### src/rtl/quad_rtz_pkg.sv
package quad_rtz_pkg;

    typedef enum logic {
        TX_IDLE = 1'b0,
        TX_SEND = 1'b1
    } tx_state_e;

    // two binary bits -> one hot wire of a group of four
    function automatic logic [3:0] quad_encode(input logic [1:0] bits);
        return 4'b0001 << bits;
    endfunction

endpackage

### src/rtl/quad_rtz_group.sv
module quad_rtz_group (
    input  logic [3:0] wires,
    output logic       empty,
    output logic       multi,
    output logic [1:0] value
);
    always_comb begin
        empty = (wires == 4'b0000);
        multi = ($countones(wires) > 1);
        value = {wires[3] | wires[2], wires[3] | wires[1]};
    end
endmodule

### src/rtl/quad_rtz_tx.sv
module quad_rtz_tx
    import quad_rtz_pkg::*;
#(
    parameter int WORD_W = 8
) (
    input  logic                clk,
    input  logic                rst_n,
    input  logic                tx_valid,
    input  logic [WORD_W-1:0]   tx_data,
    output logic                tx_ready,
    output logic [2*WORD_W-1:0] tx_wires,
    input  logic                tx_ack
);
    localparam int GROUPS = WORD_W / 2;
    localparam int LANES  = 4 * GROUPS;

    typedef struct packed {
        tx_state_e        st;
        logic [LANES-1:0] wires;
    } tx_regs_t;

    tx_regs_t r_q, r_d;
    logic [LANES-1:0] code;

    for (genvar g = 0; g < GROUPS; g++) begin : g_enc
        assign code[4*g +: 4] = quad_encode(tx_data[2*g +: 2]);
    end

    always_comb begin
        r_d      = r_q;
        tx_ready = (r_q.st == TX_IDLE) && !tx_ack;
        case (r_q.st)
            TX_IDLE: if (tx_valid && tx_ready) begin
                r_d.st    = TX_SEND;
                r_d.wires = code;
            end
            TX_SEND: if (tx_ack) begin
                r_d.st    = TX_IDLE;
                r_d.wires = '0;
            end
            default: r_d = '0;
        endcase
    end

    always_ff @(posedge clk or negedge rst_n) begin
        if (!rst_n) r_q <= '0;
        else        r_q <= r_d;
    end

    assign tx_wires = r_q.wires;

    a_r3_null_after_ack: assert property (@(posedge clk) disable iff (!rst_n)
        (r_q.st == TX_SEND && tx_ack) |=> (tx_wires == '0));
    a_r4_hold_word: assert property (@(posedge clk) disable iff (!rst_n)
        (r_q.st == TX_SEND && !tx_ack) |=> $stable(tx_wires));
    a_r5_accept_on_null: assert property (@(posedge clk) disable iff (!rst_n)
        (tx_valid && tx_ready) |-> (tx_wires == '0));
    for (genvar g = 0; g < GROUPS; g++) begin : g_chk
        a_r1_group_onehot0: assert property (@(posedge clk) disable iff (!rst_n)
            $onehot0(tx_wires[4*g +: 4]));
    end
endmodule

### src/rtl/quad_rtz_rx.sv
module quad_rtz_rx #(
    parameter int WORD_W = 8
) (
    input  logic                clk,
    input  logic                rst_n,
    input  logic [2*WORD_W-1:0] rx_wires,
    output logic                rx_ack,
    output logic                rx_valid,
    output logic                rx_invalid,
    output logic [WORD_W-1:0]   rx_data
);
    localparam int GROUPS = WORD_W / 2;

    typedef struct packed {
        logic              ack;
        logic              valid;
        logic              invalid;
        logic [WORD_W-1:0] data;
    } rx_regs_t;

    rx_regs_t r_q, r_d;
    logic [GROUPS-1:0] empty_v, multi_v;
    logic [WORD_W-1:0] dec;
    logic all_empty, full, any_multi;

    for (genvar g = 0; g < GROUPS; g++) begin : g_grp
        quad_rtz_group u_grp (
            .wires (rx_wires[4*g +: 4]),
            .empty (empty_v[g]),
            .multi (multi_v[g]),
            .value (dec[2*g +: 2])
        );
    end

    always_comb begin
        all_empty = &empty_v;
        full      = ~|empty_v;
        any_multi = |multi_v;
        r_d         = r_q;
        r_d.valid   = 1'b0;
        r_d.invalid = 1'b0;
        if (!r_q.ack) begin
            if (full) begin
                r_d.ack = 1'b1;
                if (any_multi) begin
                    r_d.invalid = 1'b1;
                end else begin
                    r_d.valid = 1'b1;
                    r_d.data  = dec;
                end
            end
        end else if (all_empty) begin
            r_d.ack = 1'b0;
        end
    end

    always_ff @(posedge clk or negedge rst_n) begin
        if (!rst_n) r_q <= '0;
        else        r_q <= r_d;
    end

    assign rx_ack     = r_q.ack;
    assign rx_valid   = r_q.valid;
    assign rx_invalid = r_q.invalid;
    assign rx_data    = r_q.data;

    a_r6_valid_on_ack_rise: assert property (@(posedge clk) disable iff (!rst_n)
        rx_valid |-> $rose(rx_ack));
    a_r7_wait_partial: assert property (@(posedge clk) disable iff (!rst_n)
        (!rx_ack && !full) |=> (!rx_ack && !rx_valid && !rx_invalid));
    a_r8_exclusive_flags: assert property (@(posedge clk) disable iff (!rst_n)
        !(rx_valid && rx_invalid));
    a_r9_ack_drop: assert property (@(posedge clk) disable iff (!rst_n)
        (rx_ack && all_empty) |=> !rx_ack);
    a_r9_ack_hold: assert property (@(posedge clk) disable iff (!rst_n)
        (rx_ack && !all_empty) |=> (rx_ack && !rx_valid));
endmodule

### src/rtl/quad_rtz_codec.sv
module quad_rtz_codec #(
    parameter int WORD_W = 8
) (
    input  logic                clk,
    input  logic                rst_n,
    input  logic                tx_valid,
    input  logic [WORD_W-1:0]   tx_data,
    output logic                tx_ready,
    output logic [2*WORD_W-1:0] tx_wires,
    input  logic                tx_ack,
    input  logic [2*WORD_W-1:0] rx_wires,
    output logic                rx_ack,
    output logic                rx_valid,
    output logic                rx_invalid,
    output logic [WORD_W-1:0]   rx_data
);
    quad_rtz_tx #(.WORD_W(WORD_W)) u_tx (
        .clk      (clk),
        .rst_n    (rst_n),
        .tx_valid (tx_valid),
        .tx_data  (tx_data),
        .tx_ready (tx_ready),
        .tx_wires (tx_wires),
        .tx_ack   (tx_ack)
    );

    quad_rtz_rx #(.WORD_W(WORD_W)) u_rx (
        .clk        (clk),
        .rst_n      (rst_n),
        .rx_wires   (rx_wires),
        .rx_ack     (rx_ack),
        .rx_valid   (rx_valid),
        .rx_invalid (rx_invalid),
        .rx_data    (rx_data)
    );
endmodule

### config.mk
export PLATFORM = sky130hd
export DESIGN_NAME = quad_rtz_codec
export DESIGN_NICKNAME = d
export VERILOG_FILES = /design/src/rtl/quad_rtz_pkg.sv /design/src/rtl/quad_rtz_group.sv /design/src/rtl/quad_rtz_tx.sv /design/src/rtl/quad_rtz_rx.sv /design/src/rtl/quad_rtz_codec.sv
export SDC_FILE = /design/constraint.sdc
export NUM_CORES = 1
export LEC_CHECK = 0
export ABC_AREA = 1
export ABC_CLOCK_PERIOD_IN_PS = 1400
export CORE_MARGIN = 2
export CORE_UTILIZATION = 45
export CTS_CLUSTER_DIAMETER = 50
export DETAILED_ROUTE_END_ITERATION = 6
export PLACE_DENSITY_LB_ADDON = 0.08
export REMOVE_ABC_BUFFERS = 1
export SLEW_MARGIN = 30
export SYNTH_ARGS = -nofsm -noshare
export SYNTH_HDL_FRONTEND = slang
export SYNTH_SLANG_ARGS = --single-unit
### constraint.sdc
create_clock -name clk -period 1.4 [get_ports clk]
set_input_delay 0.21 -clock clk [delete_from_list [all_inputs] [get_ports clk]]
set_output_delay 0.21 -clock clk [all_outputs]
set_load 0.02 [all_outputs]
==> flow_summary.yaml <==
grt:
  grt_usage_pct: 17.4
  grt_start_max_net_pins: 29
  grt_pass1_wl_mm: 5.53
  grt_pass1_vias: 1341
  gr-total-overflow: 0
  antenna_found_initial: 0
floorplan:
  initial_core_util_pct: 46.9
  ios: 56
  die_y_um: 63.2
  rows: 21
  dieArea_sq_um: 4000
  fp.dieW_um: 63.2
  core_area_sq_um: 3360
power_and_ir_drop:
  p_clk_share_pct: 19.6
  power_switching_uw: 577
  pwr-share-seq_pct: 49.4
  power_frac_comb_pct: 31.0
  irDropWorstVdd_v: 0.000393
  fin_total_pwr_uw: 1880
  power_switching_share_pct: 30.6
  p_per_area_nw_per_um2: 817
  internal-power_uw: 1310
  leakage_uw: 0.00129
yosys:
  synth.most_common_cell: "nand2_1"
  synthCells: 182
  synth_seq_cells: 28
  synth.avg_cell_area_sq_um: 8.68
  yosys.area.top_type: "dfrtp_1"
  synthTopCellsByArea: "dfrtp_1 44%, nand2_1 8.3%, nand3_1 7.9%, buf_4 7.6%, inv_1 6.2%"
  yosys.cell_types.count: 23
  synth_top_area_share_pct: 44.4
  ys.flop_type: "dfrtp_1"
  synthArstFlopShare_pct: 100
  seq_area_frac_synth_pct: 44.4
  ys_top_cells_by_count: "35 x nand2_1, 28 x dfrtp_1, 26 x inv_1"
  ys_warn_count: 0
  syn_area_sq_um: 1580
  synth-edff-count: 0
sta:
  setup_slack_ns: 0.0519
  min_period_ns: 1.35
  fmax_mhz: 742
  skew_ns: 0.00162
  max-slew-margin-rel_pct: 76.9
  setup_violations: 0
  worstMarginPinSlew_ns: 0.347
  hold_violations: 0
  period_share_pct: 96.3
  rsz0062_at_grt: "no"
  slew_viol_final: 0
  setup-tns-final_ns: 0
detailed_routing:
  drt.antenna.violating_nets: 0
  drcViolationCount: 0
  first_pass_iters: 4
  viasPerCell: 4.61
  drt_iter0_drc: 79
  drt-total-wl_mm: 3.34
  num_vias: 1379
  post_drt_wl_per_cell_um: 11.2
clock_tree:
  cts.clk_slew.worst_paths_ns: 0.13
  postCtsHoldBufs: 0
  cts_buffer_depth: 2
  cts-root-buf: "clkbuf_4"
  cts_tree: "yes"
  cts_buffers: 3
  cts_sinks: 28
  htree_levels: 1
  insertion_delay_ns: 0.31
worst_setup_path:
  worst_ep_arrival_time_ns: 1.61
  reg2reg_from: "u_tx.r_q[16]"
  cpPeakStageDelay_ns: 0.47
  cp_slowest_cell: "fa_1"
  crit_fanout: 5
  start_kind: "input pin"
  path_class: "input pin to register"
  crit_family: "simple AND/OR/NAND/NOR gates"
  cp.buffers_inverters: 4
  crit_path_cell_trace: "clkdlybuf4s15_1 > inv_2 > fa_1 > inv_1 > nand2_2 > nand3_2 > nor2_4 > buf_6 > nand3_2 > nand2_1"
  cpMostUsedCell: "nand3_2"
  crit_start: "rx_wires[4]"
  required_ns: 1.66
  crit_path_end_kind: "register"
flow_run:
  drv_cap: 0
finish:
  area_growth_pct: 46.1
  fillers: 308
  post-route-util_pct: 68.6
  nNetsFinal: 290
  multi_input_area_sq_um: 683
  drive_above_1_share_pct: 31.2
  diodes: 0
  seq_area_sq_um: 701
status:
  status: "complete, no violations"
placement:
  dp_hpwl_mm: 2.65
  io_buffers: 55
  pre_cts_ws_ns: -0.637
  gp_congestion: 0.801
worst_hold_path:
  holdCritPathClass: "input pin to asynchronous set/reset pin"
## final cells by class
type | instances | area share, %
tap | 46 | 2.49
sequential | 28 | 30.4
multi-input combinational | 107 | 29.6
inverter | 29 | 4.77
timing repair buffer | 85 | 31.2
clock buffer | 4 | 1.57
## cell usage in the layout, fill, tap and decap left out, types with 2 or more instances in the layout
master,netlist,routed
inv_1,26,16
clkdlybuf4s50_1,0,15
ha_1,4,4
o21ai_2,1,2
dlygate4sd2_1,0,30
dfrtp_1,28,28
inv_2,2,12
nor2_1,6,6
o21ai_1,13,12
buf_6,2,2
o21ai_0,2,2
clkbuf_4,0,3
nor2_4,2,2
nand2_2,3,4
nand3_1,25,16
clkbuf_2,0,8
or2_0,3,3
nand2_4,1,2
nand3_2,3,12
nand2_1,35,34
o31ai_1,2,2
fa_1,4,4
buf_4,16,27
## power groups by stage
stage	Sequential, uW	Combinational (uW)	Clock, uW
2_1_floorplan	1040	169	0
3_3_place_gp	948	614	0
3_5_place_dp	952	632	0
4_1_cts	933	577	395
5_1_grt	944	641	428
6_report	931	584	370
## logic make-up after synthesis
logic type / count (synthesis) / synth area share [%]
DFF: 28 / 44.4
buffers and inverters: 48 / 16.3
AOI/OAI and AO/OA: 18 / 6.26
adders and majority gates: 8 / 8.24
and+or+nand+nor: 80 / 24.8
## per-stage QoR
stage / cells / area, sq um / hold slack (ns)
2_1_floorplan: 163 / 1430 / -0.0856
5_1_grt: 299 / 2310 / 0.266
4_1_cts: 296 / 2270 / 0.259
6_report: 299 / 2310 / 0.265
3_3_place_gp: 290 / 2250 / 0.459
3_5_place_dp: 290 / 2250 / 0.459
## what timing repair did
| action | CTS | global route |
|---|---|---|
| gates resized for setup | 58 | 25 |
| pin swaps | 8 | 18 |
| cloned | 1 | 0 |
| buffers inserted | 1 | 3 |
| setup endpoints to repair | 38 | 9 |
## flip-flops by register name, indices dropped and copies added (netlist names)
signal / cells
u_tx.tx_wires: 16
u_rx.rx_data: 8
u_rx.rx_ack: 1
u_rx.rx_invalid: 1
u_rx.rx_valid: 1
u_tx.r_q: 1
## layer usage
metal  global-route usage (%)  routed length, um  vias up
met5                        0                  0        -
met4                     6.52                 27        0
met3                     2.32                126        2
met2                     34.8               1900       35
met1                     17.9               1280      642
li1                         -                  -      700
## worst paths after layout
kind | endpoint | slack [ns] | cells past startpoint
max in group asynchronous | u_tx.tx_wires[2] | 0.88 | 2
max | u_rx.rx_data[5] | 0.05 | 10
min | u_rx.rx_data[0] | 0.27 | 2
min reg2reg | u_rx.rx_data[7] | 0.48 | 2
max reg2reg | u_tx.tx_wires[11] | 0.15 | 5
min in group clk | u_rx.rx_data[1] | 0.27 | 5
Note: power is estimated with default switching activity, not from simulation.
